File: src/rtl/iicm_pkg.sv
package iicm_pkg;

    localparam int AW        = 3;
    localparam int PHASES    = 5;
    localparam int PH_W      = $clog2(PHASES);
    localparam int LAST_PH   = PHASES - 1;
    localparam int SAMPLE_PH = 3;

    // register offsets
    localparam logic [AW-1:0] REG_PRE_LO = 3'd0;
    localparam logic [AW-1:0] REG_PRE_HI = 3'd1;
    localparam logic [AW-1:0] REG_CTRL   = 3'd2;
    localparam logic [AW-1:0] REG_DATA   = 3'd3;
    localparam logic [AW-1:0] REG_CMD    = 3'd4;

    // control bits
    localparam int CTL_EN  = 7;
    localparam int CTL_IEN = 6;

    // command bits
    localparam int CB_STA  = 7;
    localparam int CB_STO  = 6;
    localparam int CB_RD   = 5;
    localparam int CB_WR   = 4;
    localparam int CB_NACK = 3;
    localparam int CB_IACK = 0;

    // status bits
    localparam int ST_IF    = 0;
    localparam int ST_TIP   = 1;
    localparam int ST_AL    = 5;
    localparam int ST_BUSY  = 6;
    localparam int ST_RXACK = 7;

    typedef enum logic [1:0] {BC_START, BC_STOP, BC_WR, BC_RD} bit_cmd_e;

    typedef struct packed {
        logic sta;
        logic sto;
        logic rd;
        logic wr;
        logic nack;
    } iicm_cmd_t;

    // {scl_high, sda_high} for one phase of one bit-level command
    function automatic logic [1:0] line_levels(input bit_cmd_e c,
                                               input logic [PH_W-1:0] ph,
                                               input logic d);
        logic [1:0] r;
        int p;
        p = int'(ph);
        r = 2'b11;
        case (c)
            BC_START: begin
                case (p)
                    0:       r = 2'b01;
                    1:       r = 2'b11;
                    2, 3:    r = 2'b10;
                    default: r = 2'b00;
                endcase
            end
            BC_STOP: begin
                case (p)
                    0:       r = 2'b00;
                    1, 2:    r = 2'b10;
                    default: r = 2'b11;
                endcase
            end
            default: r = {(p != 0) && (p != LAST_PH), d};
        endcase
        return r;
    endfunction

endpackage

File: src/rtl/iicm_rate_div.sv
module iicm_rate_div #(
    parameter int CW = 16
) (
    input  logic          clk,
    input  logic          rst,
    input  logic          en,
    input  logic [CW-1:0] reload,
    output logic          tick
);
    logic [CW-1:0] cnt;

    assign tick = en && (cnt == '0);

    always_ff @(posedge clk) begin
        if (rst)                    cnt <= '0;
        else if (!en || cnt == '0)  cnt <= reload;
        else                        cnt <= cnt - 1'b1;
    end


    tick_gap_chk: assert property (@(posedge clk) disable iff (rst)
        (tick && reload != '0 && $stable(reload)) |=> !tick);

endmodule

File: src/rtl/iicm_bit_engine.sv
module iicm_bit_engine
    import iicm_pkg::*;
(
    input  logic     clk,
    input  logic     rst,
    input  logic     tick,
    input  logic     go,
    input  bit_cmd_e cmd,
    input  logic     din,
    input  logic     scl_i,
    input  logic     sda_i,
    output logic     scl_oe,
    output logic     sda_oe,
    output logic     done,
    output logic     dout,
    output logic     al,
    output logic     busy
);
    logic            active;
    logic [PH_W-1:0] phase;
    bit_cmd_e        cmd_q;
    logic            din_q;
    logic            scl_q, sda_q;
    logic [1:0]      lv;
    logic            lost;

    assign lv   = line_levels(cmd_q, phase, din_q);
    assign lost = (phase == PH_W'(SAMPLE_PH)) && (cmd_q == BC_WR) && din_q && !sda_i;

    always_ff @(posedge clk) begin
        if (rst) begin
            active <= 1'b0;
            phase  <= '0;
            cmd_q  <= BC_STOP;
            din_q  <= 1'b1;
            scl_oe <= 1'b0;
            sda_oe <= 1'b0;
            done   <= 1'b0;
            dout   <= 1'b1;
            al     <= 1'b0;
        end else begin
            done <= 1'b0;
            al   <= 1'b0;
            if (go && !active) begin
                active <= 1'b1;
                phase  <= '0;
                cmd_q  <= cmd;
                din_q  <= din;
            end else if (active && tick) begin
                if (lost) begin
                    al     <= 1'b1;
                    active <= 1'b0;
                    scl_oe <= 1'b0;
                    sda_oe <= 1'b0;
                end else begin
                    scl_oe <= !lv[1];
                    sda_oe <= !lv[0];
                    if (phase == PH_W'(SAMPLE_PH)) dout <= sda_i;
                    if (phase == PH_W'(LAST_PH)) begin
                        active <= 1'b0;
                        done   <= 1'b1;
                    end else begin
                        phase <= phase + PH_W'(1);
                    end
                end
            end
        end
    end

    // bus condition watcher
    always_ff @(posedge clk) begin
        if (rst) begin
            scl_q <= 1'b1;
            sda_q <= 1'b1;
            busy  <= 1'b0;
        end else begin
            scl_q <= scl_i;
            sda_q <= sda_i;
            if (scl_i && scl_q && sda_q && !sda_i)      busy <= 1'b1;
            else if (scl_i && scl_q && !sda_q && sda_i) busy <= 1'b0;
        end
    end


    arb_release_chk: assert property (@(posedge clk) disable iff (rst)
        al |=> (!scl_oe && !sda_oe));


    phase_range_chk: assert property (@(posedge clk) disable iff (rst)
        active |-> (int'(phase) <= LAST_PH));

endmodule

File: src/rtl/iicm_byte_engine.sv
module iicm_byte_engine
    import iicm_pkg::*;
#(
    parameter int DW = 8
) (
    input  logic          clk,
    input  logic          rst,
    input  logic          go,
    input  iicm_cmd_t     cmd,
    input  logic [DW-1:0] txd,
    input  logic          bit_done,
    input  logic          bit_dout,
    input  logic          bit_al,
    output logic          bit_go,
    output bit_cmd_e      bit_cmd,
    output logic          bit_din,
    output logic          tip,
    output logic          done,
    output logic [DW-1:0] rxd,
    output logic          rxack
);
    localparam int CW = $clog2(DW);

    typedef enum logic [2:0] {S_IDLE, S_START, S_DATA, S_ACK, S_STOP} bstate_e;

    bstate_e       state;
    iicm_cmd_t     cq, cmd_n;
    logic [DW-1:0] sr, sr_n;
    logic [CW-1:0] cnt;

    always_comb begin
        cmd_n      = cmd;
        cmd_n.rd   = cmd.rd & ~cmd.sta;
        cmd_n.wr   = (cmd.wr | cmd.sta) & ~cmd_n.rd;
        sr_n       = cq.rd ? {sr[DW-2:0], bit_dout} : {sr[DW-2:0], 1'b0};
    end

    assign tip = (state != S_IDLE);

    always_ff @(posedge clk) begin
        if (rst) begin
            state   <= S_IDLE;
            cq      <= '0;
            sr      <= '0;
            cnt     <= '0;
            bit_go  <= 1'b0;
            bit_cmd <= BC_STOP;
            bit_din <= 1'b1;
            done    <= 1'b0;
            rxd     <= '0;
            rxack   <= 1'b0;
        end else begin
            bit_go <= 1'b0;
            done   <= 1'b0;
            if (bit_al) begin
                state <= S_IDLE;
                done  <= 1'b1;
            end else begin
                case (state)
                    S_IDLE: if (go) begin
                        cq  <= cmd_n;
                        sr  <= txd;
                        cnt <= '0;
                        bit_go <= 1'b1;
                        if (cmd.sta) begin
                            state   <= S_START;
                            bit_cmd <= BC_START;
                            bit_din <= 1'b1;
                        end else if (cmd_n.rd || cmd_n.wr) begin
                            state   <= S_DATA;
                            bit_cmd <= cmd_n.rd ? BC_RD : BC_WR;
                            bit_din <= cmd_n.rd ? 1'b1 : txd[DW-1];
                        end else begin
                            state   <= S_STOP;
                            bit_cmd <= BC_STOP;
                            bit_din <= 1'b1;
                        end
                    end
                    S_START: if (bit_done) begin
                        state   <= S_DATA;
                        bit_go  <= 1'b1;
                        bit_cmd <= BC_WR;
                        bit_din <= sr[DW-1];
                    end
                    S_DATA: if (bit_done) begin
                        sr     <= sr_n;
                        bit_go <= 1'b1;
                        if (cnt == CW'(DW-1)) begin
                            state   <= S_ACK;
                            bit_cmd <= cq.rd ? BC_WR : BC_RD;
                            bit_din <= cq.rd ? cq.nack : 1'b1;
                        end else begin
                            cnt     <= cnt + CW'(1);
                            bit_din <= cq.rd ? 1'b1 : sr_n[DW-1];
                        end
                    end
                    S_ACK: if (bit_done) begin
                        if (cq.rd) rxd   <= sr;
                        else       rxack <= bit_dout;
                        if (cq.sto) begin
                            state   <= S_STOP;
                            bit_go  <= 1'b1;
                            bit_cmd <= BC_STOP;
                            bit_din <= 1'b1;
                        end else begin
                            state <= S_IDLE;
                            done  <= 1'b1;
                        end
                    end
                    S_STOP: if (bit_done) begin
                        state <= S_IDLE;
                        done  <= 1'b1;
                    end
                    default: state <= S_IDLE;
                endcase
            end
        end
    end


    done_from_busy_chk: assert property (@(posedge clk) disable iff (rst)
        done |-> $past(state != S_IDLE));


    go_only_idle_chk: assert property (@(posedge clk) disable iff (rst)
        go |-> (state == S_IDLE));

endmodule

File: src/rtl/i2c_byte_master.sv
module i2c_byte_master
    import iicm_pkg::*;
#(
    parameter int DW = 8
) (
    input  logic          clk,
    input  logic          rst,
    input  logic [AW-1:0] bus_addr,
    input  logic          bus_wr,
    input  logic [DW-1:0] bus_wdata,
    output logic [DW-1:0] bus_rdata,
    output logic          irq_o,
    input  logic          scl_i,
    output logic          scl_oe,
    input  logic          sda_i,
    output logic          sda_oe
);
    localparam int PRE_W = 2 * DW;

    logic [PRE_W-1:0] prer;
    logic [DW-1:0]    ctrl_q, txr, rxd, status;
    logic             iflag, al_flag;
    logic             core_en, ien, wr_cmd, go, tip, done, rxack;
    logic             tick, bit_go, bit_din, bit_done, bit_dout, bit_al, busy;
    bit_cmd_e         bit_cmd;
    iicm_cmd_t        cmd_in;

    assign core_en = ctrl_q[CTL_EN];
    assign ien     = ctrl_q[CTL_IEN];
    assign wr_cmd  = bus_wr && (bus_addr == REG_CMD);
    assign cmd_in  = '{sta:  bus_wdata[CB_STA],
                       sto:  bus_wdata[CB_STO],
                       rd:   bus_wdata[CB_RD],
                       wr:   bus_wdata[CB_WR],
                       nack: bus_wdata[CB_NACK]};
    assign go      = wr_cmd && core_en && !tip &&
                     (cmd_in.sta || cmd_in.sto || cmd_in.rd || cmd_in.wr);
    assign irq_o   = iflag & ien;

    always_ff @(posedge clk) begin
        if (rst) begin
            prer    <= '1;
            ctrl_q  <= '0;
            txr     <= '0;
            iflag   <= 1'b0;
            al_flag <= 1'b0;
        end else begin
            if (bus_wr) begin
                case (bus_addr)
                    REG_PRE_LO: prer[DW-1:0]     <= bus_wdata;
                    REG_PRE_HI: prer[PRE_W-1:DW] <= bus_wdata;
                    REG_CTRL:   ctrl_q           <= bus_wdata;
                    REG_DATA:   txr              <= bus_wdata;
                    default: ;
                endcase
            end
            if (done)                              iflag <= 1'b1;
            else if (wr_cmd && bus_wdata[CB_IACK]) iflag <= 1'b0;
            if (bit_al)  al_flag <= 1'b1;
            else if (go) al_flag <= 1'b0;
        end
    end

    always_comb begin
        status           = '0;
        status[ST_IF]    = iflag;
        status[ST_TIP]   = tip;
        status[ST_AL]    = al_flag;
        status[ST_BUSY]  = busy;
        status[ST_RXACK] = rxack;
        case (bus_addr)
            REG_PRE_LO: bus_rdata = prer[DW-1:0];
            REG_PRE_HI: bus_rdata = prer[PRE_W-1:DW];
            REG_CTRL:   bus_rdata = ctrl_q;
            REG_DATA:   bus_rdata = rxd;
            REG_CMD:    bus_rdata = status;
            default:    bus_rdata = '0;
        endcase
    end

    iicm_rate_div #(.CW(PRE_W)) u_div (
        .clk(clk), .rst(rst), .en(core_en), .reload(prer), .tick(tick)
    );

    iicm_byte_engine #(.DW(DW)) u_byte (
        .clk(clk), .rst(rst), .go(go), .cmd(cmd_in), .txd(txr),
        .bit_done(bit_done), .bit_dout(bit_dout), .bit_al(bit_al),
        .bit_go(bit_go), .bit_cmd(bit_cmd), .bit_din(bit_din),
        .tip(tip), .done(done), .rxd(rxd), .rxack(rxack)
    );

    iicm_bit_engine u_bit (
        .clk(clk), .rst(rst), .tick(tick), .go(bit_go), .cmd(bit_cmd),
        .din(bit_din), .scl_i(scl_i), .sda_i(sda_i),
        .scl_oe(scl_oe), .sda_oe(sda_oe), .done(bit_done),
        .dout(bit_dout), .al(bit_al), .busy(busy)
    );


    reset_prescale_chk: assert property (@(posedge clk) disable iff (rst)
        $past(rst) |-> (prer == '1 && ctrl_q == '0 && !scl_oe && !sda_oe));


    iack_clear_chk: assert property (@(posedge clk) disable iff (rst)
        (wr_cmd && bus_wdata[CB_IACK] && !done) |=> !iflag);


    disabled_ignore_chk: assert property (@(posedge clk) disable iff (rst)
        (wr_cmd && !core_en && !tip) |=> !tip);

endmodule

File: config.mk
export PLATFORM = sky130hd
export DESIGN_NAME = i2c_byte_master
export DESIGN_NICKNAME = d
export VERILOG_FILES = /design/src/rtl/iicm_pkg.sv /design/src/rtl/iicm_rate_div.sv /design/src/rtl/iicm_bit_engine.sv /design/src/rtl/iicm_byte_engine.sv /design/src/rtl/i2c_byte_master.sv
export SDC_FILE = /design/constraint.sdc
export NUM_CORES = 1
export LEC_CHECK = 0
export BUFFER_PORTS_ARGS = -buffer_cell sky130_fd_sc_hd__buf_2
export CAP_MARGIN = 10
export CORE_MARGIN = 10
export CORE_UTILIZATION = 35
export CTS_CLUSTER_SIZE = 28
export DETAILED_ROUTE_END_ITERATION = 16
export PLACE_DENSITY_LB_ADDON = 0.25
export SETUP_SLACK_MARGIN = 0.02
export SLEW_MARGIN = 20
export SYNTH_ARGS = -nofsm -noshare
export SYNTH_HDL_FRONTEND = slang
export SYNTH_SLANG_ARGS = --single-unit
File: constraint.sdc
create_clock -name clk -period 2.59 [get_ports clk]
set_clock_uncertainty 0.2 [all_clocks]
set_input_delay 0 -clock clk [delete_from_list [all_inputs] [get_ports clk]]
set_output_delay 0 -clock clk [all_outputs]
set_load 0.01 [all_outputs]
### Word level (Yosys, flattened, before mapping)

Cells that the tools add are included.

* add/sub/neg operators: 3
* equality and inequality tests: 24
* mux-type cells: 69
* bitwise logic cells: 12
* reduce and logical (&&, ||, !) cells: 66

Operator list (count)
* case mux 8 bit (5 select lines): 1
* 2-to-1 mux 3 bit: 12
* 2-to-1 mux 1 bit: 35
* == test 3 x 2 -> 1 bit (second input constant): 6
* logical AND 1 bit: 17
* zero test 16 bit: 1
* 2-to-1 mux 16 bit: 1
* 2-to-1 mux 2 bit: 8
* 2-to-1 mux 8 bit: 2
* case mux 8 bit (2 select lines): 1
* AND reduction 4 bit: 4
* subtractor 16 x 1 -> 16 bit (second input constant): 1
* case mux 3 bit (5 select lines): 1
* == test 3 bit (second input constant): 4
* inequality test 2 x 1 -> 1 bit (second input constant): 6
* AND reduction 2 bit: 6
* nonzero test 2 bit: 5
* OR reduction 2 bit: 5
* == test 3 x 1 -> 1 bit (second input constant): 3
* zero test 3 bit: 3
* nonzero test 3 bit: 3
* NOT 1 bit: 8
* case mux 2 bit (2 select lines): 2
* case mux 2 bit (4 select lines): 1
* other kinds (23): 38

* flip-flop bits (word level): 96
* bits of input ports: 16
* output and inout port bits: 11
* word-level logic and storage cells: 205

### Longest topological paths before layout

* depth in word-level cells: 9
* mapped depth: 7
* mapped depth without buffers: 7

### Hierarchy

Synthesis repeated with hierarchy kept, for this count alone.

* cells, all modules: 536
* area total of the unflattened synthesis: 4932.2 um2

Modules (own cells, without submodules)
* i2c_byte_master: instances 1, cells an instance 181, area an instance 1651.6 um2, sequential area each 680.7 um2
* iicm_byte_engine: instances 1, cells an instance 170, area an instance 1535.2 um2, sequential area each 620.6 um2
* iicm_rate_div: instances 1, cells an instance 102, area an instance 982.2 um2, sequential area each 320.3 um2
* iicm_bit_engine: instances 1, cells an instance 83, area an instance 763.2 um2, sequential area each 300.3 um2

### Least setup slack after synthesis

Ideal clock, no wire load.

* kind: reg2reg
* from: reg u_div.cnt[10]
* to: reg u_div.cnt[1]
* setup time: 0.146 ns
* arrival time: 1.788 ns
* required time: 2.244 ns
* slack: 0.456 ns
* cell stages (with the launch flop): 7
* buffers on the path: 1
* clock period less this slack: 2.134 ns
* cells stage by stage: dfxtp_1 > or4_4 > nor4_4 > a21boi_2 > buf_2 > nor2_1 > a211oi_2

* word-level cells in the longest chain between the ends: 3

RTL lines
* start: declaration: RTL line iicm_rate_div.sv:10 `logic [CW-1:0] cnt;`
* start signal: assignment: RTL line iicm_rate_div.sv:16 `else if (!en || cnt == '0) cnt <= reload;`
* start signal: assignment: RTL line iicm_rate_div.sv:17 `else cnt <= cnt - 1'b1;`
* zero test 16 bit: RTL line iicm_rate_div.sv:16
* logical OR 1 bit: RTL line iicm_rate_div.sv:16
* 2-to-1 mux 16 bit: RTL line iicm_rate_div.sv:16

Every way passes these cells.
A chain may end at the register's enable or synchronous reset.

### Worst setup path in the final report

* from: reg u_div.cnt[0]
* to: reg u_div.cnt[6]

* word-level cells in the longest chain between the ends: 3
* elaborated cells between the ends (all ways): 4
* classes of those cells: add/sub: 1; mux: 1; reduce/logical: 2

RTL lines (RTL line)
* parallel branches: the longest is 2 deep, another holds subtractor 16 x 1 -> 16 bit
* 2-to-1 mux 16 bit (*): iicm_rate_div.sv:16

Mark *: on every way between the ends.

==> run_results.csv <==
group,metric,value,unit
synthesis,yosys.area_share.simple,0.2625,
finish,number_of_inserted_diodes,0,
floorplanning,top_level_ports,27,
power_and_ir_drop,switching_share,0.2521,
clock_network,htree_levels,3,
global_route,antenna_found_initial,0,
synthesis,syn_area,4671,µm²
synthesis,async_flop_share,0,
synthesis,yosysWarnings,0,
finish,post_route_cells_drive_above_1_share,0.1448,
power_and_ir_drop,comb_power_share,0.080,
timing,min_period_over_period,0.9375,
synthesis,syn_area_cell,8.311,µm²
synthesis,ys_ff_latch,96,
route,drt-total-wl,11630,µm
worst_setup_path,r2r.worst_path.cells,6,
route,met2WireLength,5506,µm
floorplanning,coreArea,13140,µm²
run,max_cap_viol_count,0,
synthesis,synth_edf_count,0,
worst_setup_path,endpoint_kind,"flop",
floorplanning,floorplan.initialDensity,0.3555,
synthesis,synth_top_family_by_area,"simple AND/OR/NAND/NOR gates",
place,post-dp-hpwl,8604,µm
route,routedLengthMet1,5499,µm
clock_network,cts.sinks,96,
route,detailedRoute.firstIterationViolations,318,
timing,rsz0062_at_grt,"no",
clock_network,cts-buffers-inserted,9,
global_route,via_count_of_the_first_global_routing_pass,3906,
worst_setup_path,r2r_start,"u_div.cnt[0]",
route,met3_wl,437,µm
route,antenna_violating_nets_post_route,0,
timing,timing.setup.tns,0,ns
global_route,grt_first_pass_wirelength,19420,µm
power_and_ir_drop,power_report.internal_total,2.281,mW
route,post_dr_wirelength_cell,15.10,µm
worst_setup_path,capture_point_of_the_worst_reg_to_reg_path,"u_div.cnt[6]",
power_and_ir_drop,total_leakage_power,2.109,nW
synthesis,synth-compound-area-share,0.1717,
floorplanning,num_rows,42,
min_path,worstHoldEndpoint,"iflag",
synthesis,netlist-cell-type-count,59,
clock_network,cts-root-to-sink-buffers,2,
min_path,hold_path.class,"input port to flop",
finish,most_common_library_cell_in_the_layout_ignoring_fill_and_taps,"nand2_1",
timing,final_period_demand_of_the_worst_path,2.428,ns
synthesis,synth-adder-area-share,0.02411,
synthesis,synth_top_cells_by_area,"dfxtp_1, nand2_1, nor2_1, mux2i_1, a211oi_2",
synthesis,post_synthesis_cells,562,
finish,multiInputGateArea,2564,µm²
route,via_per_inst,5.214,
synthesis,post-synth-top-area-cell,"dfxtp_1",
worst_setup_path,worstPathMaxFanout,23,
synthesis,share_of_the_yosys_chip_area_belonging_to_registers,0.4115,
place,portBuffers,26,
clock_network,clock_latency,0.35,ns
synthesis,synth_xor_xnor_area_share,0.02438,
run_status,result_of_the_run,"complete, no violations",
finish,finalNetCount,614,
floorplanning,fp.dieH,135.5,µm
timing,drv_slew,0,
finish,sequential_cell_area,1922,µm²
min_path,holdCritStartpoint,"bus_addr[1]",
clock_network,postCtsResizedCells,0,
finish,utilization,0.4080,
clock_network,clock_tree_from_tritoncts,"done",
worst_setup_path,worst-setup-path-type,"flop to flop",
worst_setup_path,worst-r2r-setup-slack,0.16,ns
clock_network,clk_pin_slew,0.07,ns
timing,timing.final.setup_violations,0,
route,detailroute.via_count,4015,
min_path,hold-path-cell-count,5,
route,drt_pass1_iterations,5,
synthesis,most_common_flop_cell_mapped_by_yosys,"dfxtp_1",
power_and_ir_drop,irDropWorstVdd,0.2836,mV
power_and_ir_drop,p_seq_frac,0.508,
floorplanning,floorplan.die_area,18370,µm²
global_route,grt_max_degree,49,
floorplanning,floorplan.die.width,135.5,µm
timing,setup_slack,0.1619,ns
timing,timing.final.hold_violations,0,
global_route,overflow,0,
finish,fillCellCount,1347,
timing,max_clock_freq,411.8,MHz
power_and_ir_drop,clock_power_share,0.412,
finish,area_delta_synth_final,14.76,%
place,gpl.final_weighted_congestion,0.8386,
worst_setup_path,worst-endpoint-required,2.61,ns
synthesis,synth_fp_nets,587,
clock_network,cts_root_buf,"clkbuf_16",
finish,mostFrequentLayoutCells,"nand2_1, dfxtp_1, nor2_1",
timing,relSlewSlack,0.3084,
worst_setup_path,setup.worst_path.start_class,"flop",
timing,worst_pin_slew,1.031,ns
route,highest_layer,"met4",
clock_network,postCtsSetupBuffers,0,
route,drc_errors,0,
power_and_ir_drop,total_switching_power,768.9,µW
synthesis,synthDominantCellAreaShare,0.4115,
worst_setup_path,timing.critical_path.arrival,2.45,ns
worst_setup_path,setup.worst_path.start,"u_div.cnt[0]",
power_and_ir_drop,power.density,569.0,nW/µm²
place,dp_worst_setup_slack,0.1637,ns
global_route,groute.usage.overall,0.1291,
synthesis,synth_mux_area_frac,0.06617,
==> how the worst max path moves through the flow <==
stage                    end  cells after the start  slack (ns)
2_1_floorplan   u_div.cnt[1]                      6        0.46
3_3_place_gp   u_div.cnt[10]                      6        0.24
3_5_place_dp   u_div.cnt[13]                      6        0.16
4_1_cts        u_div.cnt[13]                      6        0.15
5_1_grt         u_div.cnt[4]                      6        0.02
6_report        u_div.cnt[6]                      6        0.16
==> cells by family after synthesis <==
| logic type | count (synthesis) |
|---|---|
| adders and majority gates | 9 |
| and+or+nand+nor | 263 |
| buffers and inverters | 44 |
| muxes | 27 |
| AOI/OAI and AO/OA | 110 |
| DFF | 96 |
| xor gates and xnor gates | 13 |
==> critical path: stages, from the launching register on <==
cell and delay, ns:
dfxtp_1 0.41, inv_1 0.09, ha_1 0.20, nor4b_1 0.17, a21boi_2 0.83, buf_4 0.33
a211oi_2 0.08
==> metrics by stage <==
| step | hold slack [ns] | instances | power (mW) | instance area [µm²] |
|---|---|---|---|---|
| after CTS | 0.03544 | 770 | 3.075 | 5360 |
| after floorplan | -0.09342 | 562 | 1.736 | 4671 |
| after global placement | 0.02122 | 743 | 1.810 | 4971 |
| final | 0.03995 | 770 | 3.050 | 5360 |
| after global routing | 0.06222 | 770 | 3.176 | 5360 |
| after detailed placement | 0.02882 | 743 | 1.816 | 4971 |
==> power groups by stage <==
stage	clock, mW	sequential (mW)	combinational [mW]
after global placement	0	1.58	0.228
after floorplan	0	1.57	0.165
after global routing	1.35	1.55	0.271
after CTS	1.28	1.55	0.246
final	1.26	1.55	0.245
after detailed placement	0	1.58	0.232
==> synthesized netlist by cell type, types with 3 or more instances <==
cell / count
nand2_1: 98
dfxtp_1: 96
nor2_1: 73
a21oi_1: 35
clkbuf_1: 26
mux2i_1: 23
nand3_1: 22
nor3_1: 20
o21ai_0: 15
a211oi_2: 14
inv_1: 10
ha_1: 9
nor2b_1: 9
xnor2_1: 8
a311oi_1: 7
a22oi_1: 5
and3_1: 5
o211ai_1: 5
o22ai_1: 5
xor2_1: 5
buf_2: 4
nor4b_1: 4
o31ai_1: 4
or2_2: 4
a211oi_1: 3
and2_1: 3
mux4_2: 3
nand4_1: 3
nor3b_1: 3
o21a_1: 3
==> final cells by class <==
class                           count  share of cell area
Clock buffer                       10             0.04272
Clock inverter                      6            0.009337
Inverter                           10            0.007003
Multi-Input combinational cell    422              0.4783
Sequential cell                    96              0.3585
Tap cell                          176             0.04108
Timing Repair Buffer               50             0.06303
==> routing by layer <==
metal | up-vias | track usage
met3 | 12 | 0.02559
met4 | 0 | 0.04605
li1 | 2028 | -
met1 | 1899 | 0.1669
met5 | - | 0
met2 | 76 | 0.2089
==> registers in the layout (all words and copies together) (netlist names), 2 cells and up <==
| register | count |
|---|---|
| u_byte.sr | 8 |
| txr | 8 |
| u_bit.cmd_q | 2 |
| u_byte.cnt | 3 |
| u_bit.phase | 3 |
| u_byte.bit_cmd | 2 |
| u_byte.state | 3 |
| u_div.cnt | 16 |
| u_byte.cq | 3 |
| ctrl_q | 8 |
| prer | 16 |
| u_byte.rxd | 8 |
==> repair_timing <==
| item | 4_1_cts | 5_1_grt |
|---|---|---|
| hold buffers | 11 | 0 |
| hold endpoints to repair | 51 | 0 |
| setup endpoints to repair | 0 | 0 |
Power figures use the tool's default switching activity.
